## src/rtl/brp_pkg.sv

```systemverilog
package brp_pkg;

    localparam int XLEN   = 32;
    localparam int OFF_W  = 16;
    localparam int OPC_W  = 6;
    localparam int OPC_LO = XLEN - OPC_W;
    localparam int SCALE  = 2;
    localparam int EXT_W  = XLEN - OFF_W - SCALE;

    typedef enum logic [1:0] {
        POL_NEVER    = 2'b00,
        POL_ALWAYS   = 2'b01,
        POL_BACKWARD = 2'b10,
        POL_BACK_ALT = 2'b11
    } policy_e;

    typedef struct packed {
        logic            is_branch;
        logic            backward;
        logic [XLEN-1:0] target;
    } br_fields_t;

    typedef struct packed {
        logic backward;
        logic pred_taken;
    } track_t;

    typedef enum logic {
        CLS_FWD = 1'b0,
        CLS_BWD = 1'b1
    } br_class_e;

    function automatic logic [XLEN-1:0] disp_to_offset(input logic [OFF_W-1:0] disp);
        return {{EXT_W{disp[OFF_W-1]}}, disp, {SCALE{1'b0}}};
    endfunction

    function automatic logic [XLEN-1:0] form_target(input logic [XLEN-1:0] pc,
                                                    input logic [OFF_W-1:0] disp);
        return pc + disp_to_offset(disp);
    endfunction

endpackage

```

## src/rtl/brp_decode.sv

```systemverilog
module brp_decode
    import brp_pkg::*;
#(
    parameter logic [OPC_W-1:0] BR_OPCODE = 6'b000100
) (
    input  logic            valid_i,
    input  logic [XLEN-1:0] insn_i,
    input  logic [XLEN-1:0] pc_i,
    output br_fields_t      fields_o
);
    logic [OPC_W-1:0] opc;
    logic [OFF_W-1:0] disp;

    always_comb begin
        opc                = insn_i[XLEN-1:OPC_LO];
        disp               = insn_i[OFF_W-1:0];
        fields_o.is_branch = valid_i && (opc == BR_OPCODE);
        fields_o.backward  = disp[OFF_W-1];
        fields_o.target    = form_target(pc_i, disp);
    end
endmodule

```

## src/rtl/brp_policy.sv

```systemverilog
module brp_policy
    import brp_pkg::*;
(
    input  logic [1:0] mode_i,
    input  br_fields_t fields_i,
    output logic       taken_o
);
    policy_e pol;
    logic    dir;

    always_comb begin
        pol = policy_e'(mode_i);
        unique case (pol)
            POL_NEVER:    dir = 1'b0;
            POL_ALWAYS:   dir = 1'b1;
            POL_BACKWARD,
            POL_BACK_ALT: dir = fields_i.backward;
            default:      dir = 1'b0;
        endcase
        taken_o = fields_i.is_branch && dir;
    end
endmodule

```

## src/rtl/brp_bubble.sv

```systemverilog
module brp_bubble #(
    parameter int BUBBLES = 1
) (
    input  logic clk,
    input  logic rst,
    input  logic load_i,
    output logic bubble_o
);
    localparam int CW = (BUBBLES < 2) ? 1 : $clog2(BUBBLES + 1);
    localparam logic [CW-1:0] LOADV = CW'(BUBBLES);

    logic [CW-1:0] remain;

    always_ff @(posedge clk) begin
        if (rst) begin
            remain <= '0;
        end else if (load_i) begin
            remain <= LOADV;
        end else if (remain != '0) begin
            remain <= remain - 1'b1;
        end
    end

    assign bubble_o = (remain != '0);
endmodule

```

## src/rtl/brp_tracker.sv

```systemverilog
module brp_tracker
    import brp_pkg::*;
#(
    parameter int DEPTH = 4
) (
    input  logic   clk,
    input  logic   rst,
    input  logic   push_i,
    input  track_t push_data_i,
    input  logic   pop_i,
    output logic   head_valid_o,
    output track_t head_o
);
    localparam int PW = (DEPTH < 2) ? 1 : $clog2(DEPTH);
    localparam int CW = $clog2(DEPTH + 1);
    localparam logic [PW-1:0] LAST = PW'(DEPTH - 1);
    localparam logic [CW-1:0] FULLV = CW'(DEPTH);

    track_t        slots [DEPTH];
    logic [PW-1:0] wr_ptr;
    logic [PW-1:0] rd_ptr;
    logic [CW-1:0] level;
    logic          do_pop;
    logic          do_push;

    always_comb begin
        head_valid_o = (level != '0);
        do_pop       = pop_i && head_valid_o;
        do_push      = push_i && ((level != FULLV) || do_pop);
        head_o       = slots[rd_ptr];
    end

    always_ff @(posedge clk) begin
        if (rst) begin
            wr_ptr <= '0;
            rd_ptr <= '0;
            level  <= '0;
        end else begin
            if (do_push) begin
                wr_ptr <= (wr_ptr == LAST) ? '0 : wr_ptr + 1'b1;
            end
            if (do_pop) begin
                rd_ptr <= (rd_ptr == LAST) ? '0 : rd_ptr + 1'b1;
            end
            case ({do_push, do_pop})
                2'b10:   level <= level + 1'b1;
                2'b01:   level <= level - 1'b1;
                default: level <= level;
            endcase
        end
    end

    for (genvar g = 0; g < DEPTH; g++) begin : g_slot
        always_ff @(posedge clk) begin
            if (rst) begin
                slots[g] <= '0;
            end else if (do_push && (wr_ptr == PW'(g))) begin
                slots[g] <= push_data_i;
            end
        end
    end
endmodule

```

## src/rtl/brp_stats.sv

```systemverilog
module brp_stats
    import brp_pkg::*;
#(
    parameter int CNT_W = 16
) (
    input  logic             clk,
    input  logic             rst,
    input  logic             upd_i,
    input  logic             upd_backward_i,
    input  logic             upd_correct_i,
    output logic [CNT_W-1:0] pred_cnt_o [2],
    output logic [CNT_W-1:0] hit_cnt_o  [2]
);
    localparam logic [CNT_W-1:0] MAXV = {CNT_W{1'b1}};

    for (genvar c = 0; c < 2; c++) begin : g_cls
        logic sel;
        assign sel = upd_i && (br_class_e'(upd_backward_i) == br_class_e'(c));

        always_ff @(posedge clk) begin
            if (rst) begin
                pred_cnt_o[c] <= '0;
                hit_cnt_o[c]  <= '0;
            end else if (sel) begin
                if (pred_cnt_o[c] != MAXV) begin
                    pred_cnt_o[c] <= pred_cnt_o[c] + 1'b1;
                end
                if (upd_correct_i && (hit_cnt_o[c] != MAXV)) begin
                    hit_cnt_o[c] <= hit_cnt_o[c] + 1'b1;
                end
            end
        end
    end
endmodule

```

## src/rtl/brp_static_top.sv

```systemverilog
module brp_static_top
    import brp_pkg::*;
#(
    parameter logic [5:0] BR_OPCODE   = 6'b000100,
    parameter int         BUBBLES     = 1,
    parameter int         TRACK_DEPTH = 4,
    parameter int         CNT_W       = 16
) (
    input  logic             clk,
    input  logic             rst,
    input  logic [1:0]       mode_i,
    input  logic             in_valid_i,
    input  logic [31:0]      in_insn_i,
    input  logic [31:0]      in_pc_i,
    input  logic             resolve_valid_i,
    input  logic             resolve_taken_i,
    output logic             out_valid_o,
    output logic             is_branch_o,
    output logic             pred_taken_o,
    output logic [31:0]      target_o,
    output logic             redirect_o,
    output logic             bubble_o,
    output logic [CNT_W-1:0] bwd_pred_cnt_o,
    output logic [CNT_W-1:0] bwd_hit_cnt_o,
    output logic [CNT_W-1:0] fwd_pred_cnt_o,
    output logic [CNT_W-1:0] fwd_hit_cnt_o
);
    br_fields_t       fields;
    logic             taken;
    track_t           rec;
    track_t           head;
    logic             head_valid;
    logic             retire;
    logic [CNT_W-1:0] pred_cnt [2];
    logic [CNT_W-1:0] hit_cnt  [2];

    brp_decode #(.BR_OPCODE(BR_OPCODE)) u_decode (
        .valid_i  (in_valid_i),
        .insn_i   (in_insn_i),
        .pc_i     (in_pc_i),
        .fields_o (fields)
    );

    brp_policy u_policy (
        .mode_i   (mode_i),
        .fields_i (fields),
        .taken_o  (taken)
    );

    always_ff @(posedge clk) begin
        if (rst) begin
            out_valid_o  <= 1'b0;
            is_branch_o  <= 1'b0;
            pred_taken_o <= 1'b0;
            redirect_o   <= 1'b0;
            target_o     <= '0;
        end else begin
            out_valid_o  <= in_valid_i;
            is_branch_o  <= fields.is_branch;
            pred_taken_o <= taken;
            redirect_o   <= taken;
            if (in_valid_i) begin
                target_o <= fields.target;
            end
        end
    end

    brp_bubble #(.BUBBLES(BUBBLES)) u_bubble (
        .clk      (clk),
        .rst      (rst),
        .load_i   (taken),
        .bubble_o (bubble_o)
    );

    always_comb begin
        rec.backward   = fields.backward;
        rec.pred_taken = taken;
        retire         = resolve_valid_i && head_valid;
    end

    brp_tracker #(.DEPTH(TRACK_DEPTH)) u_tracker (
        .clk          (clk),
        .rst          (rst),
        .push_i       (fields.is_branch),
        .push_data_i  (rec),
        .pop_i        (resolve_valid_i),
        .head_valid_o (head_valid),
        .head_o       (head)
    );

    brp_stats #(.CNT_W(CNT_W)) u_stats (
        .clk            (clk),
        .rst            (rst),
        .upd_i          (retire),
        .upd_backward_i (head.backward),
        .upd_correct_i  (head.pred_taken == resolve_taken_i),
        .pred_cnt_o     (pred_cnt),
        .hit_cnt_o      (hit_cnt)
    );

    assign bwd_pred_cnt_o = pred_cnt[CLS_BWD];
    assign bwd_hit_cnt_o  = hit_cnt[CLS_BWD];
    assign fwd_pred_cnt_o = pred_cnt[CLS_FWD];
    assign fwd_hit_cnt_o  = hit_cnt[CLS_FWD];
endmodule

```

## config.mk

```make
export PLATFORM = sky130hd
export DESIGN_NAME = brp_static_top
export DESIGN_NICKNAME = d
export VERILOG_FILES = /design/src/rtl/brp_pkg.sv /design/src/rtl/brp_decode.sv /design/src/rtl/brp_policy.sv /design/src/rtl/brp_bubble.sv /design/src/rtl/brp_tracker.sv /design/src/rtl/brp_stats.sv /design/src/rtl/brp_static_top.sv
export SDC_FILE = /design/constraint.sdc
export NUM_CORES = 1
export LEC_CHECK = 0
export ABC_AREA = 1
export CORE_MARGIN = 2
export CORE_UTILIZATION = 53
export DETAILED_ROUTE_END_ITERATION = 10
export PLACE_DENSITY = 0.82
export REMOVE_ABC_BUFFERS = 1
export SLEW_MARGIN = 20
export SYNTH_ARGS = -nofsm -noshare
export SYNTH_HDL_FRONTEND = slang
export SYNTH_HIERARCHICAL = 1
export SYNTH_SLANG_ARGS = --single-unit
```

## constraint.sdc

```tcl
create_clock -name clk -period 2.34 [get_ports clk]
set_input_delay 0.468 -clock clk [delete_from_list [all_inputs] [get_ports clk]]
set_output_delay 0.468 -clock clk [all_outputs]
set_load 0.02 [all_outputs]
```

## Word level (Yosys, flattened, before mapping)

Memories as Yosys holds them, arrays and structs flattened. A register that Yosys moved wholly into a read port is not among the register bits.
Cells that the tools add are included.

| storage, ports and cells | value |
|---|---|
| logic and storage cells | 92 |
| memories | 1 |
| bits in registers | 107 |
| memory bits (writable) | 8 |
| input bits | 71 |
| output and inout bits | 101 |

| operators by class | value |
|---|---|
| equality and inequality tests | 16 |
| bitwise logic cells | 5 |
| add/subtract/negate cells | 10 |
| mux-type cells | 26 |
| reductions and logical operators | 22 |

Memories:

| name | depth | bits a word | read ports | clocked after Yosys merged registers in | write ports | RTL line | source |
|---|---|---|---|---|---|---|---|
| u_tracker.slots | 4 | 2 | 1 | 1 | 4 | brp_tracker.sv:19 | `track_t slots [DEPTH];` |

Operators with widths:

| cell | count |
|---|---|
| adder 16 x 1 -> 16 bit, second input constant | 4 |
| inequality test 16 bit, second input constant | 4 |
| adder 32 bit | 1 |
| two-way mux 1 bit | 16 |
| two-way mux 2 bit | 8 |
| == test 2 bit, second input constant | 6 |
| logical AND 1 bit | 12 |
| AND reduction 2 bit | 4 |
| == test 2 x 1 -> 1 bit, second input constant | 3 |
| == test 6 x 3 -> 1 bit, second input constant | 1 |
| case mux 3 bit (2 select lines) | 1 |
| adder 2 x 1 -> 2 bit, second input constant | 2 |
| logical NOT 2 bit | 2 |
| OR 1 bit | 4 |
| adder 3 x 1 -> 3 bit, second input constant | 1 |
| inequality test 3 bit, second input constant | 1 |
| case mux 1 bit (3 select lines) | 1 |
| nonzero test 3 bit | 1 |
| subtractor 3 x 1 -> 3 bit, second input constant | 1 |
| nonzero test 2 bit | 1 |
| OR reduction 2 bit | 1 |
| == test 1 bit | 1 |
| logical OR 1 bit | 1 |
| NOT 1 bit | 1 |
| subtractor 1 bit, second input constant | 1 |

## Longest topological paths before layout

Gate-level depths: netlist (run 1).

| logic depth | value |
|---|---|
| word-level depth | 9 |
| mapped depth | 16 |
| depth with buffers taken out | 16 |

## Hierarchy

The synthesis (run 1) kept the hierarchy.

Modules (own cells, without submodules):

| module | area each (um^2) | cells an instance | times used |
|---|---|---|---|
| brp_stats | 3886.2 | 633 | 1 |
| brp_decode | 2332.2 | 454 | 1 |
| brp_static_top | 1437.6 | 216 | 1 |
| brp_tracker | 893.4 | 102 | 1 |
| brp_bubble | 30.0 | 3 | 1 |
| brp_policy | 21.3 | 5 | 1 |

## Worst setup path after synthesis (run 1)

OpenSTA, ideal clock, no wires.

| timing path | value |
|---|---|
| kind | input port to flip-flop |
| start | in in_insn_i[31] |
| end | reg u_tracker.level[1] |
| arrival time | 1.968 ns |
| data required time | 2.276 ns |
| path buffers | 0 |
| path slack | 0.308 ns |
| setup time | 0.064 ns |
| stages on the path | 9 |
| cell sequence | nor2_1 nand2_1 nor4_1 inv_1 nand2_2 fa_1 inv_1 nor2_1 nor2_1 |

RTL lines:

| item | RTL line | source |
|---|---|---|
| start, declared | brp_static_top.sv:13 | `input logic [31:0] in_insn_i,` |
| end signal, assigned | brp_tracker.sv:46 | `2'b10: level <= level + 1'b1;` |
| end signal, assigned | brp_tracker.sv:47 | `2'b01: level <= level - 1'b1;` |
| end signal, assigned | brp_tracker.sv:48 | `default: level <= level;` |
| end, declared | brp_tracker.sv:22 | `logic [CW-1:0] level;` |

==> flow_summary.ini, run 1 <==
[run_status]
status = complete, no violations

[worst_setup_path]
critPathLaunchType = primary input
cp.required_ns = 2.69
end_kind = flip-flop
crit_type = in2reg
arrival_ns = 2.53
cp_max_fo = 15

[synthesis]
syn_inst = 1413
synthFlopType = dfxtp_1
synthesis.area_mm2 = 0.00860
yosysSeqAreaShare_pct = 28.2
avgSynthCellArea_um2 = 6.09
yosys_warnings = 6
ys_types = 40
async_flop_share_pct = 0
synth_edf_count = 8
ys_ff_latch = 117

[floorplan]
core_area_mm2 = 0.0159
initial_utilization_pct = 54.1
die_area_mm2 = 0.0173
die_w_um = 131
die_y_um = 131
num_rows = 46
pin_count = 172

[power_and_ir_drop]
p_leak_nw = 5.56
peakVddDrop_uv = 484
p_per_area_mw_per_mm2 = 645

[sta]
clock_skew_ns = 0.0167
fin_ws_ns = 0.162
setup_tns_ns = 0
fin_crit_ns = 2.18
worst_pin_slew_ns = 0.651
hold_viol = 0
report.final.slew_viol_count = 0
rsz0062_at_grt = yes
post-route-period-util_pct = 93.1
setup_viol = 0
timing.fmax_mhz = 459
max_slew_margin_pct = 56.6

[final_layout]
num-fill-cells = 1324
final_nets = 1747
antenna_cells = 0
final_common_cell = nand2_1
layout_common_cells = nand2_1 (424), nor2_1 (255), inv_1 (223)
fin_util_pct = 72.6
syn_to_final_growth_pct = 34.1
register_area_mm2 = 0.00242
multiInputGateArea_mm2 = 0.00513
fin_area_mm2 = 0.0115
layout-drive-gt1-share_pct = 14.0

[clock_tree]
post-cts-setup-buffers = 0
htree_num_levels = 4
holdBufCountCts = 0
clkSinkCount = 117
cts_made_buffers = 17
cts.clk_slew.worst_paths_ns = 0.06
cts_tree = built
clk_path_buf_depth = 2
clkLatencyLatePin_ns = 0.42
cts-root-buf = clkbuf_16

[route]
wl_per_cell_um = 12.2
post-route-drc-count = 0
drtPass1Iterations = 5
vias_per_cell = 4.94
initialDrtViolationCount = 529
num_vias = 9218
drt.antenna.violating_nets = 0
drt_wl_total_um = 22800

[placement]
globalplace.congestion = 0.903
portBuffers = 161
dpl-instance-area_mm2 = 0.0108
place_ws_ns = -0.353
hpwlAfterDp_um = 17000

[global_route]
grt_pass1_wl_um = 38200
grt_pass1_vias = 8702
track_usage_pct = 26.4
antenna_found_initial = 0
grt_start_max_net_pins = 66
overflow = 0

[flow_run]
maxCapViolCount = 0

[min_path]
hold_path_class = reg2reg
==> final cells by class <==
type / count / share of cell area [%]
multi-input cells: 1035 / 44.5
flip-flops and latches: 117 / 21.0
repair buffers: 231 / 18.8
inverters: 234 / 7.64
clock buffers: 20 / 3.96
well taps: 216 / 2.34
clock inverters: 12 / 1.71
==> critical path: stages <==
cell and delay (ns):
clkdlybuf4s50_1 0.44, buf_12 0.17, ha_1 0.35, nand2_1 0.11, buf_4 0.14, nor2_2 0.12
nand2_1 0.08, nor2_1 0.13, nand2_1 0.10, nand3_1 0.09, nand2_1 0.05, nand2_1 0.05
inv_1 0.03, nand2_1 0.04, nand2_1 0.05, nor2_1 0.09
==> per-layer routing <==
layer / routed length (µm) / part of all wire, % / vias to the layer above / GRT usage, %
met3: 1210 / 5.3 / 51 / 4.94
met1: 9450 / 41 / 4106 / 29.9
li1: - / - / 4756 / -
met2: 11500 / 51 / 305 / 48.7
met4: 604 / 2.7 / 0 / 10.9
met5: 0 / 0 / - / 0
==> cells in the mapped netlist, types with 10 or more instances <==
cell type,instances,share of area (%)
nand2_1,427,19
ha_1,38,5.5
nand3_2,16,1.9
nand2_2,41,3.0
buf_6,10,1.3
nor2_1,256,11
nor2_2,24,1.7
nand3_1,92,5.4
a21oi_1,49,2.9
inv_1,223,9.7
o21ai_0,16,0.93
xor2_1,17,1.7
nand4_1,10,0.73
dfxtp_1,109,25
nor2_4,13,1.7
==> sequential cells by signal, summed over array words and instances (netlist names), named ones only <==
| signal | cells |
|---|---|
| u_tracker/rd_ptr | 2 |
| u_tracker/level | 3 |
| u_tracker/slots | 8 |
| u_stats/pred_cnt_o | 32 |
| u_stats/hit_cnt_o | 32 |
| out_valid_o | 1 |
| redirect_o | 1 |
| target_o | 32 |
| u_bubble/bubble_o | 1 |
| is_branch_o | 1 |
| u_tracker/wr_ptr | 2 |
==> cells by family after synthesis <==
kind of cell / Yosys count / synth area share (%)
AND/OR/NAND/NOR: 893 / 45.4
buffers and inverters: 261 / 12.7
flip-flops: 117 / 28.2
AO/OA/AOI/OAI: 81 / 5.54
adder cells (fa/ha/maj): 40 / 5.99
XOR/XNOR: 21 / 2.14
==> repair_timing <==
action                                  4_1_cts  5_1_grt
hold endpoints to repair                      0        0
resized for setup                             0       15
endpoints found under the setup margin        0        8
==> path summary, 6_finish.rpt <==
kind	start	endpoint	slack, ns	cells after the start
worst min-delay path	target_o[25]	target_o[25]	0.47	2
worst min register to register	target_o[25]	target_o[25]	0.47	2
worst max register to register	flip-flop	u_stats/hit_cnt_o[7]	0.44	9
worst max-delay path	in_insn_i[15]	target_o[26]	0.16	16
==> stage by stage <==
stage	std cells	hold WS, ns	power (mW)
2_1_floorplan	1386	0.482	3.64
3_3_place_gp	1833	0.457	4.46
6_report	1865	0.470	7.44
3_5_place_dp	1833	0.462	4.51
4_1_cts	1865	0.470	7.46
5_1_grt	1865	0.484	7.83
==> where the power goes <==
part	total, mW	switching (mW)	internal [mW]
Combinational	2.22	1.31	0.911
Clock	2.92	0.969	1.95
Sequential	2.30	0.134	2.17
(Power assumes the default switching activity.)
==> run 2, diff against run 1 <==
Settings changed: CELL_PAD_IN_SITES_DETAIL_PLACEMENT set to 0, CELL_PAD_IN_SITES_GLOBAL_PLACEMENT set to 1, CORE_UTILIZATION 53 to 36, PLACE_DENSITY 0.82 to 0.81.
==> run 2 against run 1 <==
Via count down 4.0%. Sequential power is essentially flat. Setup slack better by 0.039 ns. Global-route usage shrank 7.3 points. Clock skew is 0.0083 ns lower. Count of clock-buffer cells in the layout shrank 1. Cell count rose by 6.2%. Final area increased by 1.4%. Flip-flop and latch count did not move. Utilization decreased by 23 points. Critical path type unchanged. Critical endpoint is now target_o[18]. Largest power group unchanged.
==> flow_summary.ini, run 2 (synthesis results as in run 1) <==
[final_layout]
reg.largest.list = target_o x32, u_stats/hit_cnt_o x32, u_stats/pred_cnt_o x32
layout-drive-gt1-share_pct = 14.9
num-fill-cells = 2442
final_common_cell = nand2_1
antenna_cells = 0
syn_to_final_growth_pct = 36.0
layout_common_cells = nand2_1 (426), nor2_1 (252), inv_1 (222)
final_nets = 1759

[global_route]
grt_start_max_net_pins = 66
use_met2_pct = 33.6
busiest_layer = met2
grt_pass1_wl_um = 38700
grt_pass1_vias = 8275
overflow = 0
antenna_found_initial = 0
track_usage_pct = 19.2
use_met3_pct = 3.10
use_met1_pct = 24.0

[placement]
hpwlAfterDp_um = 18200
globalplace.congestion = 0.861
portBuffers = 161

[route]
vias_per_cell = 4.47
post-route-drc-count = 0
wl_per_cell_um = 11.9
drtPass1Iterations = 7
initialDrtViolationCount = 451
num_vias = 8848
drt.antenna.violating_nets = 0
drt_wl_total_um = 23500

[sta]
worst_pin_slew_ns = 0.681
timing.fmax_mhz = 468
clock_skew_ns = 0.00840
post-route-period-util_pct = 91.4
setup_viol = 0
rsz0062_at_grt = no
max_slew_margin_pct = 54.6
report.final.slew_viol_count = 0
fin_crit_ns = 2.14
hold_viol = 0
fin_hold_ws_ns = 0.472

[power_and_ir_drop]
power_mw = 7.03
peakVddDrop_uv = 383
p_per_area_mw_per_mm2 = 601
p_leak_nw = 5.56

[run_status]
status = complete, no violations

[clock_tree]
cts-root-buf = clkbuf_16
holdBufCountCts = 0
post-cts-setup-buffers = 0
cts.clk_slew.worst_paths_ns = 0.06
cts_made_buffers = 17
cts_resized = 0
cts_tree = built
clk_path_buf_depth = 2
clkLatencyLatePin_ns = 0.41
htree_num_levels = 4
clkSinkCount = 117

[worst_setup_path]
critPathBufInv = 4
crit_start = in_insn_i[0]
arrival_ns = 2.49
worstPathCellList = clkdlybuf4s50_1 -> ha_1 -> inv_1 -> fa_2 -> inv_1 -> nand3_1 -> nand3_2 -> nand2_1 -> nand2_2 -> nand3_1 -> nand2_1 -> xor2_1 -> inv_1 -> nand2_1 -> nand2_1 -> nor2_1
end_kind = flip-flop
max_stage_delay_ns = 0.46
cp_max_fo = 4
cpMostUsedCell = nand2_1
critPathLaunchType = primary input
worst_path_max_delay_cell = clkdlybuf4s50_1
crit_type = in2reg
cp_top_family = simple AND/OR/NAND/NOR gates
cp.required_ns = 2.70

[floorplan]
core_area_mm2 = 0.0235
die_y_um = 159
initial_utilization_pct = 36.6
num_rows = 56
die_area_mm2 = 0.0251
die_w_um = 159
pin_count = 172

[min_path]
hp-start = target_o[21]
hold_path_class = reg2reg

[flow_run]
maxCapViolCount = 0
[run 2: cell types whose count changed in the layout (fill, tap and decap cells not counted), sizes merged]
| cell | change |
|---|---|
| buf | +11 |
| bufinv | -4 |
| clkinv | +3 |
| clkinvlp | +3 |
| clkdlybuf4s50 | -1 |
| dlymetal6s2s | +1 |
| inv | -1 |
[run 2: path summary, 6_finish.rpt]
path	slack (ns)	to	depth (start not counted)
worst min register to register	0.47	target_o[21]	2
worst max register to register	0.45	u_stats/hit_cnt_o[7]	9
worst max-delay path	0.20	target_o[18]	16
worst min-delay path	0.47	target_o[21]	2
[run 2: layer usage]
| metal | vias to the layer above | wire length [µm] | part of all wire, % |
|---|---|---|---|
| met5 | - | 0 | 0 |
| met4 | 0 | 462 | 2.0 |
| met3 | 24 | 726 | 3.1 |
| met2 | 152 | 11200 | 48 |
| met1 | 3904 | 11100 | 47 |
| li1 | 4768 | - | - |
[run 2: through the flow]
stage	utilization, %	std cells	worst slack, ns	area, µm²	setup TNS [ns]
after floorplan	-	1386	-0.149	8390	-1.83
after global placement	46.9	1947	-0.330	11000	-4.93
after detailed placement	46.9	1947	-0.351	11000	-5.39
after CTS	49.3	1979	0.0818	11600	0
after global routing	49.8	1980	0.00480	11700	0
final	49.8	1980	0.201	11700	0
[run 2: worst min-delay path: cells and delay by family, from the launching register on]
kind	cells	cell delay, ns
simple gates	2	0.13
flops	1	0.30
[run 2: where the power goes]
group	switching, mW	internal (mW)
combinational	1.31	0.937
sequential	0.130	2.17
clock	1.00	1.48
[run 2: layout make-up]
class                      count  area [µm²]  area share (%)
tap                          319         399            3.41
sequential                   117        2420            20.7
clock inverter                13         109           0.931
clock buffer                  19         443            3.79
timing repair buffer         243        2250            19.3
inverter                     234         881            7.53
multi-input combinational   1035        5190            44.3
==> run 3, diff against run 2 <==
Settings changed: CAP_MARGIN set to 0, CELL_PAD_IN_SITES_GLOBAL_PLACEMENT 1 to 2, CORE_UTILIZATION 36 to 27, PLACE_DENSITY 0.81 to 0.8.
==> run 3 against run 2 <==
First-iteration DRC count is 23% lower. Fmax decreased by 0.67%. Register-to-register slack worse by 0.07 ns. Critical path type unchanged.
==> flow_summary.ini, run 3 (synthesis results as in run 1) <==
[run_status]
status = complete, no violations

[power_and_ir_drop]
p_leak_nw = 5.56
p_per_area_mw_per_mm2 = 614
peakVddDrop_uv = 472

[floorplan]
die_w_um = 182
core_area_mm2 = 0.0315
pin_count = 172
die_y_um = 182
die_area_mm2 = 0.0333
initial_utilization_pct = 27.3
num_rows = 65

[worst_setup_path]
cp_top_family = simple AND/OR/NAND/NOR gates
cp.required_ns = 2.66
cp_max_fo = 13
worst_path_max_delay_cell = clkdlybuf4s50_1
worstPathCellList = clkdlybuf4s50_1 -> buf_6 -> ha_1 -> nand2_2 -> inv_1 -> nand2_1 -> nand2_1 -> nand2_1 -> nand2_1 -> a21oi_1 -> nand2_1 -> nand2_1 -> nand2_1 -> inv_1 -> nand2_1 -> nand2_1 -> nor2_1
crit_type = in2reg
max_stage_delay_ns = 0.42
critPathLaunchType = primary input
cp.depth = 17
cpMostUsedCell = nand2_1
worstReg2RegEnd = u_stats/hit_cnt_o[29]
arrival_ns = 2.47
critPathBufInv = 4
ff2ff_path_depth = 10
r2r_slack_ns = 0.38
end_kind = flip-flop

[flow_run]
maxCapViolCount = 0

[placement]
globalplace.congestion = 0.814
hpwlAfterDp_um = 19700
portBuffers = 161

[min_path]
hp-start = target_o[18]
hold_depth = 2
holdPathEnd = target_o[18]
hold_path_class = reg2reg

[sta]
setup_viol = 0
report.final.slew_viol_count = 0
worst_pin_slew_ns = 0.460
post-route-period-util_pct = 92.0
clock_skew_ns = 0.0100
timing.fmax_mhz = 464
fin_crit_ns = 2.15
fin_hold_ws_ns = 0.467
hold_viol = 0
max_slew_margin_pct = 69.3
rsz0062_at_grt = no

[clock_tree]
cts_resized = 0
clk_path_buf_depth = 2
htree_num_levels = 4
cts.clk_slew.worst_paths_ns = 0.05
clkLatencyLatePin_ns = 0.43
cts_made_buffers = 17
cts_tree = built
post-cts-setup-buffers = 0
holdBufCountCts = 0
clkSinkCount = 117
cts-root-buf = clkbuf_16

[route]
wl_per_cell_um = 12.3
initialDrtViolationCount = 348
num_vias = 8653
drt.antenna.violating_nets = 0
post-route-drc-count = 0
drt_wl_total_um = 25300
vias_per_cell = 4.20
drtPass1Iterations = 4

[global_route]
grt_pass1_wl_um = 41500
antenna_found_initial = 0
overflow = 0
track_usage_pct = 15.6
grt_pass1_vias = 8302
grt_start_max_net_pins = 66

[final_layout]
layout_common_cells = nand2_1 (426), nor2_1 (255), inv_1 (223)
final_common_cell = nand2_1
antenna_cells = 0
syn_to_final_growth_pct = 36.3
reg.largest.list = target_o x32, u_stats/hit_cnt_o x32, u_stats/pred_cnt_o x32
layout-drive-gt1-share_pct = 13.9
final_nets = 1754
fin_util_pct = 37.2
-- run 3: cell types whose count changed in the layout (fill, tap and decap cells not counted), moves of 2 or more --
cell	change
clkinv_2	-2
clkinvlp_4	-2
buf_12	+3
buf_4	-8
nor2_1	+3
inv_6	+4
ha_1	+6
ha_4	-5
nor2_2	-3
-- run 3: worst max-delay path by stage --
| stage | startpoint | endpoint | slack, ns |
|---|---|---|---|
| 2_1_floorplan | flip-flop | u_stats/hit_cnt_o[16] | -0.15 |
| 3_3_place_gp | in_insn_i[0] | target_o[30] | -0.32 |
| 3_5_place_dp | in_insn_i[0] | target_o[30] | -0.35 |
| 4_1_cts | in_insn_i[0] | target_o[18] | 0.1 |
| 5_1_grt | in_insn_i[15] | target_o[31] | 0.005 |
| 6_report | in_insn_i[15] | target_o[31] | 0.19 |
-- run 3: cell type report --
type	count	area, µm²
inverter	234	881
clock inverter	13	121
tap	402	503
sequential	117	2420
multi-input combinational	1035	5100
timing repair buffer	238	2240
clock buffer	19	453
fill	3431	19800
-- run 3: power breakdown --
group / switching [mW] / internal, mW
Combinational: 1.33 / 0.960
Sequential: 0.138 / 2.17
Clock: 1.08 / 1.53
-- run 3: per-stage QoR --
step	power (mW)	TNS [ns]	instance area, µm²	setup WS, ns	instances
final	7.20	0	11700	0.187	2058
after floorplan	3.64	-1.83	8390	-0.149	1386
after global routing	7.71	0	11700	0.00467	2058
after detailed placement	4.66	-5.31	11100	-0.352	2026
after CTS	7.34	0	11700	0.0999	2058
after global placement	4.64	-5.06	11100	-0.319	2026
-- run 3: tightest hold or removal path, stage by stage (launching register included) --
cell	delay [ns]
dfxtp_1	0.30
nor2_1	0.08
nor2_1	0.05
-- run 3: metal layers --
layer	share of wire [%]	up-vias	track usage (%)
li1	-	4767	-
met1	48	3772	19.5
met2	48	106	27.7
met3	2.6	8	2.75
met4	0.81	0	4.10
met5	0	-	0
